**src/rtl/trap_route_pkg.sv**
```systemverilog
package trap_route_pkg;
    typedef enum logic [1:0] {
        TGT_M  = 2'd0,
        TGT_HS = 2'd1,
        TGT_VS = 2'd2
    } tgt_e;

    localparam logic [1:0] TVEC_VECTORED = 2'd1;
endpackage

```
**src/rtl/trap_irq_levels.sv**
```systemverilog
module trap_irq_levels #(
    parameter int NUM_IRQ = 64,
    parameter int M_HI    = 13
) (
    input  logic [NUM_IRQ-1:0] pend,
    input  logic [NUM_IRQ-1:0] mideleg,
    input  logic [NUM_IRQ-1:0] mvien,
    input  logic [NUM_IRQ-1:0] hideleg,
    input  logic [NUM_IRQ-1:0] hvien,
    output logic [NUM_IRQ-1:0] m_take,
    output logic [NUM_IRQ-1:0] hs_take,
    output logic [NUM_IRQ-1:0] vs_take
);
    logic [NUM_IRQ-1:0] m_allow;
    logic [NUM_IRQ-1:0] s_set;
    logic [NUM_IRQ-1:0] v_set;

    for (genvar g = 0; g < NUM_IRQ; g++) begin : g_allow
        if (g >= 1 && g <= M_HI) begin : g_on
            assign m_allow[g] = 1'b1;
        end else begin : g_off
            assign m_allow[g] = 1'b0;
        end
    end

    assign s_set   = (pend & mideleg) | (pend & ~mideleg & mvien);
    assign v_set   = (s_set & hideleg) | (s_set & ~hideleg & hvien);
    assign m_take  = pend & ~s_set & m_allow;
    assign hs_take = s_set & ~v_set;
    assign vs_take = v_set;

    always_comb begin
        p_sets_disjoint_r4: assert ((m_take & hs_take) == '0 && (hs_take & vs_take) == '0)
            else $error("take sets overlap");
    end
endmodule

```
**src/rtl/trap_lowest_pick.sv**
```systemverilog
module trap_lowest_pick #(
    parameter int N = 64,
    parameter int W = $clog2(N)
) (
    input  logic [N-1:0] vec,
    output logic         found,
    output logic [W-1:0] idx
);
    always_comb begin
        found = 1'b0;
        idx   = '0;
        for (int i = N - 1; i >= 0; i--) begin
            if (vec[i]) begin
                found = 1'b1;
                idx   = W'(i);
            end
        end
    end
endmodule

```
**src/rtl/trap_entry_calc.sv**
```systemverilog
module trap_entry_calc
    import trap_route_pkg::*;
#(
    parameter int XLEN = 64,
    parameter int CW   = 6
) (
    input  tgt_e            tgt,
    input  logic            is_irq,
    input  logic [CW-1:0]   code,
    input  logic [XLEN-1:0] mtvec,
    input  logic [XLEN-1:0] stvec,
    input  logic [XLEN-1:0] vstvec,
    output logic [XLEN-1:0] pc
);
    logic [XLEN-1:0] tvec;
    logic [XLEN-1:0] base;

    always_comb begin
        unique case (tgt)
            TGT_HS:  tvec = stvec;
            TGT_VS:  tvec = vstvec;
            default: tvec = mtvec;
        endcase
        base = {tvec[XLEN-1:2], 2'b00};
        if (is_irq && tvec[1:0] == TVEC_VECTORED) begin
            pc = base + {{(XLEN-CW-2){1'b0}}, code, 2'b00};
        end else begin
            pc = base;
        end
    end
endmodule

```
**src/rtl/trap_route.sv**
```systemverilog
module trap_route
    import trap_route_pkg::*;
#(
    parameter int XLEN   = 64,
    parameter int CW     = 6,
    parameter int NUM_W  = 8,
    parameter int M_HI   = 13
) (
    input  logic [2:0]       cur_priv,
    input  logic             exc_valid,
    input  logic [CW-1:0]    exc_cause,
    input  logic [XLEN-1:0]  irq_pend,
    input  logic [XLEN-1:0]  mideleg,
    input  logic [XLEN-1:0]  mvien,
    input  logic [XLEN-1:0]  hideleg,
    input  logic [XLEN-1:0]  hvien,
    input  logic [XLEN-1:0]  medeleg,
    input  logic [XLEN-1:0]  hedeleg,
    input  logic [XLEN-1:0]  mtvec,
    input  logic [XLEN-1:0]  stvec,
    input  logic [XLEN-1:0]  vstvec,
    output logic             trap_valid,
    output logic [1:0]       tgt_mode,
    output logic [XLEN-1:0]  cause_out,
    output logic [NUM_W-1:0] irq_num,
    output logic [XLEN-1:0]  handler_pc
);
    localparam int NLVL = 3;

    logic [XLEN-1:0] take_set [NLVL];
    logic            lvl_found [NLVL];
    logic [CW-1:0]   lvl_idx [NLVL];

    logic in_m, in_virt;
    logic irq_hit;
    tgt_e tgt;
    logic [CW-1:0] raw_code, code;
    logic [XLEN-1:0] pc_calc;
    logic deleg_hs, deleg_vs;

    trap_irq_levels #(.NUM_IRQ(XLEN), .M_HI(M_HI)) u_levels (
        .pend    (irq_pend),
        .mideleg (mideleg),
        .mvien   (mvien),
        .hideleg (hideleg),
        .hvien   (hvien),
        .m_take  (take_set[0]),
        .hs_take (take_set[1]),
        .vs_take (take_set[2])
    );

    for (genvar l = 0; l < NLVL; l++) begin : g_pick
        trap_lowest_pick #(.N(XLEN), .W(CW)) u_pick (
            .vec   (take_set[l]),
            .found (lvl_found[l]),
            .idx   (lvl_idx[l])
        );
    end

    assign in_m    = (cur_priv[1:0] == 2'b11);
    assign in_virt = cur_priv[2];

    always_comb begin
        deleg_hs = !in_m && medeleg[exc_cause];
        deleg_vs = deleg_hs && in_virt && hedeleg[exc_cause];
        irq_hit  = 1'b0;
        tgt      = TGT_M;
        raw_code = exc_cause;
        if (lvl_found[0]) begin
            irq_hit  = 1'b1;
            tgt      = TGT_M;
            raw_code = lvl_idx[0];
        end else if (lvl_found[1] && !in_m) begin
            irq_hit  = 1'b1;
            tgt      = TGT_HS;
            raw_code = lvl_idx[1];
        end else if (lvl_found[2] && in_virt) begin
            irq_hit  = 1'b1;
            tgt      = TGT_VS;
            raw_code = lvl_idx[2];
        end else if (deleg_vs) begin
            tgt = TGT_VS;
        end else if (deleg_hs) begin
            tgt = TGT_HS;
        end
        code = raw_code;
        if (irq_hit && tgt == TGT_VS &&
            (raw_code == CW'(2) || raw_code == CW'(6) || raw_code == CW'(10))) begin
            code = raw_code - CW'(1);
        end
    end

    trap_entry_calc #(.XLEN(XLEN), .CW(CW)) u_entry (
        .tgt    (tgt),
        .is_irq (irq_hit),
        .code   (code),
        .mtvec  (mtvec),
        .stvec  (stvec),
        .vstvec (vstvec),
        .pc     (pc_calc)
    );

    assign trap_valid = irq_hit | exc_valid;
    assign tgt_mode   = trap_valid ? tgt : TGT_M;
    assign cause_out  = trap_valid ? {irq_hit, {(XLEN-CW-1){1'b0}}, code} : '0;
    assign irq_num    = irq_hit ? NUM_W'(code) : '0;
    assign handler_pc = trap_valid ? pc_calc : '0;

    always_comb begin
        p_vs_needs_virt_r3: assert (!(trap_valid && tgt_mode == TGT_VS) || cur_priv[2])
            else $error("VS target from non-virtual mode");
        p_m_irq_range_r1: assert (!(irq_hit && tgt_mode == TGT_M) ||
                                  (irq_num >= 1 && irq_num <= NUM_W'(M_HI)))
            else $error("M interrupt number out of range");
        p_pc_aligned_r8: assert (handler_pc[1:0] == 2'b00)
            else $error("handler pc misaligned");
        p_idle_quiet_r11: assert (trap_valid || (handler_pc == '0 && irq_num == '0 && cause_out == '0))
            else $error("outputs active without trap");
        p_hs_not_from_m_r2: assert (!(irq_hit && tgt_mode == TGT_HS) || !in_m)
            else $error("HS interrupt taken in M");
    end
endmodule

```
**config.mk**
```make
export PLATFORM = sky130hd
export DESIGN_NAME = trap_route
export DESIGN_NICKNAME = d
export VERILOG_FILES = /design/src/rtl/trap_route_pkg.sv /design/src/rtl/trap_irq_levels.sv /design/src/rtl/trap_lowest_pick.sv /design/src/rtl/trap_entry_calc.sv /design/src/rtl/trap_route.sv
export SDC_FILE = /design/constraint.sdc
export NUM_CORES = 1
export LEC_CHECK = 0
export BUFFER_PORTS_ARGS = -buffer_cell sky130_fd_sc_hd__buf_2
export CAP_MARGIN = 20
export CORE_AREA = 2 2 305 307
export DETAILED_ROUTE_END_ITERATION = 16
export DIE_AREA = 0 0 307 309
export RECOVER_POWER = 100
export REMOVE_ABC_BUFFERS = 1
export SYNTH_ARGS = -nofsm -noshare
export SYNTH_HDL_FRONTEND = slang
export SYNTH_HIERARCHICAL = 1
export SYNTH_SLANG_ARGS = --single-unit
```
**constraint.sdc**
```tcl
create_clock -name vclk -period 32.1
set_input_delay 9.63 -clock vclk [all_inputs]
set_output_delay 9.63 -clock vclk [all_outputs]
set_load 0.01 [all_outputs]
```
==> After elaboration in Yosys (flattened, before gate mapping) <==
Index checks and enable logic that the tools add are counted.
{ "word_totals": {"regBits": 0, "output_inout_bits": 139, "word_cells": 340} }
{ "op_classes": {"add_sub_neg": 2, "n_lt_le_gt_ge": 1, "n_eq_ne": 7, "muxes": 304, "bitwise": 15, "n_reduce_logical": 11} }
{ "op_table": {"columns": ["op", "n"], "rows": [
  ["6-bit 2-to-1 mux", 133],
  ["64-bit bitwise AND", 7],
  ["64-bit 2-to-1 mux", 3],
  ["64-bit inverter", 3],
  ["1-bit 2-to-1 mux", 147],
  ["64-bit OR", 2],
  ["64-bit case mux with 2 select lines", 1],
  ["64-bit by 8-bit adder with 64-bit output", 1],
  ["4-bit 2-to-1 mux", 13],
  ["14-bit bitwise AND", 1],
  ["14-bit inverter", 1],
  ["1-bit binary-select mux with 6-bit select", 2],
  ["2-bit 2-to-1 mux", 5],
  ["1-bit logical AND", 8],
  ["6-bit by 7-bit < comparator with 1-bit output, second input constant", 1],
  ["6-bit by 2-bit equality test with 1-bit output, second input constant", 1],
  ["6-bit by 3-bit equality test with 1-bit output, second input constant", 1],
  ["6-bit by 4-bit equality test with 1-bit output, second input constant", 1],
  ["6-bit by 1-bit subtractor with 6-bit output, second input constant", 1],
  ["2-bit by 1-bit equality test with 1-bit output, second input constant", 2],
  ["2-bit equality test, second input constant", 2],
  ["1-bit logical OR", 2],
  ["1-bit zero test", 1],
  ["1-bit OR", 1]
]} }

==> Depth between registers and ports, before layout <==
{ "logic_depth": {"ltp_word": 84, "mapped_depth": 32, "ltp_nobuf": 27} }

==> Modules after synthesis <==
The synthesis kept the hierarchy.
{ "modules_own_cells": {"columns": ["module", "n_inst", "cells_per_inst", "area_each_um2", "seq_area_each_um2"], "rows": [
  ["trap_entry_calc", 1, 452, 3126.7, 0.0],
  ["trap_route", 1, 310, 2586.2, 0.0],
  ["trap_lowest_pick", 3, 140, 763.2, 0.0],
  ["trap_irq_levels", 1, 321, 1719.1, 0.0]
]} }

==> Least setup slack after synthesis <==
Ideal clock, no wire load.
{ "synth_timing": {"path_kind": "input to output", "start": "input mideleg[31]", "end": "output handler_pc[30]", "t_arrival_ns": 15.496, "t_required_ns": 22.470, "path_slack_ns": 6.974, "stages": 31, "path_buffers": 7, "cell_sequence": "o21ai_1 > nor2_1 > or4_4 > or2_1 > nor3_1 > nand2_1 > nand2_1 > nand2_1 > or3_1 > o21ai_0 > inv_1 > ha_1 > buf_6 > buf_4 > buf_2 > clkbuf_1 > buf_2 > buf_2 > nand2_1 > o21ai_0 > ha_1 > inv_1 > fa_1 > nor2b_1 > o2111a_1 > o2111a_1 > and4_1 > buf_2 > nand4_1 > xor2_1 > and2_1"} }
{ "synth_rtl": {"columns": ["element", "line", "source"], "rows": [
  ["start: declaration", "trap_route.sv:13", "input logic [XLEN-1:0] mideleg,"],
  ["end: declaration", "trap_route.sv:26", "output logic [XLEN-1:0] handler_pc"]
]} }

==> Final worst setup path <==
{ "layout_timing": {"start": "input exc_cause[0]", "end": "output handler_pc[24]"} }
{ "layout_via": {"elab_chain_len": 16} }
{ "layout_rtl": {"columns": ["element", "line", "source"], "rows": [
  ["start: declaration", "trap_route.sv:11", "input logic [CW-1:0] exc_cause,"],
  ["1-bit binary-select mux with 6-bit select", "trap_route.sv:64", "deleg_hs = !in_m && medeleg[exc_cause];"],
  ["1-bit 2-to-1 mux (implied by the code)", "trap_route.sv:64", null],
  ["1-bit logical AND", "trap_route.sv:64", null],
  ["1-bit logical AND (2 in series)", "trap_route.sv:65", "deleg_vs = deleg_hs && in_virt && hedeleg[exc_cause];"],
  ["2-bit 2-to-1 mux *", "trap_route.sv:81", "end else if (deleg_vs) begin"],
  ["2-bit 2-to-1 mux *", "trap_route.sv:77", "end else if (lvl_found[2] && in_virt) begin"],
  ["2-bit 2-to-1 mux *", "trap_route.sv:73", "end else if (lvl_found[1] && !in_m) begin"],
  ["2-bit 2-to-1 mux *", "trap_route.sv:69", "if (lvl_found[0]) begin"],
  ["net tgt[0]", "trap_route.sv:36", "tgt_e tgt;"],
  ["2-bit equality test", "trap_entry_calc.sv:19, trap_route.sv:87", null],
  ["1-bit logical AND (2 in series)", "trap_route.sv:87", "if (irq_hit && tgt == TGT_VS &&"],
  ["6-bit 2-to-1 mux", "trap_route.sv:87", null],
  ["64-bit by 8-bit adder with 64-bit output", "trap_entry_calc.sv:26", "pc = base + {{(XLEN-CW-2){1'b0}}, code, 2'b00};"],
  ["64-bit 2-to-1 mux *", "trap_entry_calc.sv:25", "if (is_irq && tvec[1:0] == TVEC_VECTORED) begin"],
  ["net pc_calc[24]", "trap_route.sv:38", "logic [XLEN-1:0] pc_calc;"],
  ["64-bit 2-to-1 mux *", "trap_route.sv:107", "assign handler_pc = trap_valid ? pc_calc : '0;"]
]} }
The timed path passes the listed nets; every way through them passes the cells marked *. The select of a mux whose other input is x is not followed.

==> run_results.csv <==
group,metric,value,unit
synthesis,yosys.area_share.adder,1.49,%
cells_and_area,nFlopsAndLatches,0,
placed_design,placed_area,14300,um2
drt,drt_pre_antenna_iters,6,
synthesis,syn_area_per_cell,6.47,um2
synthesis,ys_seq_area_share,0,%
sta,post-route-worst-setup-slack,4020,ps
drt,drt.antenna.violating_nets,0,
placed_design,routabilityCongestion,0.930,
setup_path,start_kind,"input pin",
drt,drc_marker_count_from_the_first_detailed_route_iteration,1191,
sta,timing_max_transition_violations_final,145,
sta,hold_viol,0,
die,die_h,309,um
sta,setup_viols_final,0,
pwr,power.density,12.0,nW/um2
hold_path,timing.hold.worst.class,"in2out",
synthesis,synth.yosys.warnings,6,
setup_path,critPathMaxFanout,51,
synthesis,synth_top_family_by_area,"simple AND/OR/NAND/NOR gates",
synthesis,syn-instance-count,1503,
synthesis,yosys.area_share.simple,44.4,%
grt,grt_remaining_overflow,0,
die,rows,111,
sta,worst_slew_margin_rel,-69.0,%
synthesis,synth.distinct_cells,80,
grt,antenna_violations_before_repair,61,
grt,wire_length_of_the_first_global_routing_pass,93700,um
status,status,"finished with violations",
die,floorplan.io_pins,789,
grt,global_route.usage.total,13.9,%
cells_and_area,num-fill-cells,10743,
sta,max_freq,35.6,MHz
drt,via_count,14320,
synthesis,synth-compound-area-share,23.2,%
placed_design,numPortBuffers,728,
drt,post-route-drc-count,0,
cells_and_area,drive_above_1_share,35.6,%
cts,cts_repair_resize_count,0,
sta,setup-tns-final,0,ps
die,initial_utilization,10.6,%
synthesis,synth-xor-area-share,5.50,%
sta,timing.final.crit_period,28080,ps
synthesis,netlist.top_cell.by_area,"sky130_fd_sc_hd__nor2_1",
sta,unrepaired_setup_endpoints_after_global_routing,"false",
setup_path,worst_ep_required_time,22470,ps
die,floorplan.die_area,94900,um2
cts,cts.repair_timing.setup_buffer_count,0,
synthesis,synth_mux_area_share,10.6,%
cells_and_area,net_count_of_the_finished_layout,2862,
cells_and_area,final_cell_mix,"sky130_fd_sc_hd__buf_2 (674), sky130_fd_sc_hd__nor2_1 (274), sky130_fd_sc_hd__conb_1 (112)",
cells_and_area,combined_area_of_the_multi_input_logic_cells,8720,um2
setup_path,worstPathArrival,18450,ps
sta,final.period_utilization,87.5,%
setup_path,path_class,"in2out",
grt,number_of_global_route_vias_before_repair,13196,
grt,maximum_number_of_pins_on_one_net_before_global_route_repair,66,
setup_path,cp-end-kind,"output pin",
die,die_width,307,um
placed_design,preCtsSetupSlack,5290,ps
drt,avgViaCountPerCell,4.20,
synthesis,synth_largest_type_area_fraction,10.6,%
cells_and_area,regArea,0,um2
synthesis,synthesis.area,9720,um2
cts,cts_hold_buffers,0,
job,maxCapViolCount,3,
cells_and_area,nClkBuffers,0,
cells_and_area,layout.cells.most_common,"sky130_fd_sc_hd__buf_2",
drt,detail_route.wirelength,71200,um
drt,wl_per_cell,20.9,um
die,core_region_area,91400,um2
pwr,total_leakage_power,6.16,nW
pwr,vdd_ir_drop_max,0.0125,mV
sta,worst-slew-pin-transition,2530,ps
cells_and_area,final_cell_area,14200,um2
cells_and_area,flow.area_growth_from_synthesis,46.4,%
synthesis,synth_area_leaders,"sky130_fd_sc_hd__nor2_1 (11%), sky130_fd_sc_hd__buf_4 (9.5%), sky130_fd_sc_hd__mux4_1 (6.2%), sky130_fd_sc_hd__nor3_1 (4.9%), sky130_fd_sc_hd__and2_1 (4.4%)",
status,violated_checks,"max-capacitance violations, max-slew violations",
placed_design,place_hpwl,63600,um
worst max-delay path, stage by stage:
cell and delay [ps]:
sky130_fd_sc_hd__clkbuf_1 1320, sky130_fd_sc_hd__inv_1 420, sky130_fd_sc_hd__mux2i_1 260, sky130_fd_sc_hd__a32o_1 280, sky130_fd_sc_hd__a31o_2 250, sky130_fd_sc_hd__or3_1 300, sky130_fd_sc_hd__o21ai_0 320, sky130_fd_sc_hd__ha_1 640
sky130_fd_sc_hd__clkbuf_1 1770, sky130_fd_sc_hd__a221oi_1 350, sky130_fd_sc_hd__nor4_1 440, sky130_fd_sc_hd__clkbuf_1 290, sky130_fd_sc_hd__and3_1 380, sky130_fd_sc_hd__and4_1 940, sky130_fd_sc_hd__nor3b_1 340, sky130_fd_sc_hd__xor2_1 150
sky130_fd_sc_hd__and2_1 130, sky130_fd_sc_hd__clkbuf_1 170
logic make-up after synthesis:
family / after synthesis
simple gates: 808
compound gates: 339
buf+inv: 226
xor+xnor: 61
mux: 55
fa+ha+maj: 11
other cells: 3
layout make-up:
type,count,area share (%)
multi-input cells,1386,61.3
repair buffers,755,26.3
well taps,1186,10.4
inverters,58,1.53
diodes,27,0.475
path summary, 6_finish.rpt:
path / start / slack [ps] / endpoint / cells after the start
hold / removal: exc_valid / 19660 / tgt_mode[1] / 4
setup / recovery: exc_cause[0] / 4020 / handler_pc[24] / 18
routing by layer:
| layer | up-vias | global-route usage, % | wire [um] |
|---|---|---|---|
| met5 | - | 0 | 262 |
| met4 | 40 | 4.13 | 2410 |
| met3 | 127 | 5.11 | 8390 |
| met2 | 814 | 22.2 | 31200 |
| met1 | 6541 | 17.3 | 28900 |
| li1 | 6798 | - | - |
report_power, final:
group / internal, mW / switching [mW] / total, mW
logic: 0.0717 / 0.0995 / 0.171
clock network: 0.0000000768 / 0 / 0.0000000769
registers: 0 / 0 / 0
stage by stage:
stage	hold slack (ps)	total power, mW	instances	utilization, %
2_1_floorplan	19390	0.0801	1444	-
3_3_place_gp	19680	0.170	3381	15.6
3_5_place_dp	19680	0.170	3382	15.6
4_1_cts	19680	0.171	3382	15.6
5_1_grt	19700	0.187	3396	15.5
6_report	19660	0.171	3412	15.6
synthesized netlist by cell type, drive strengths merged (7+ instances only):
library cell	count
a21oi	50
a221oi	37
a22oi	25
a31oi	7
and2	68
and3	13
buf	156
clkbuf	12
ha	10
inv	58
mux2i	18
mux4	31
nand2	69
nand2b	7
nand3	31
nand4	31
nor2	277
nor2b	56
nor3	111
nor3b	18
nor4	63
o211ai	8
o21a	7
o21ai	133
o311ai	7
o31ai	7
or2	23
or4	20
xnor2	44
xor2	17
Note: power is estimated with default switching activity, not from simulation.
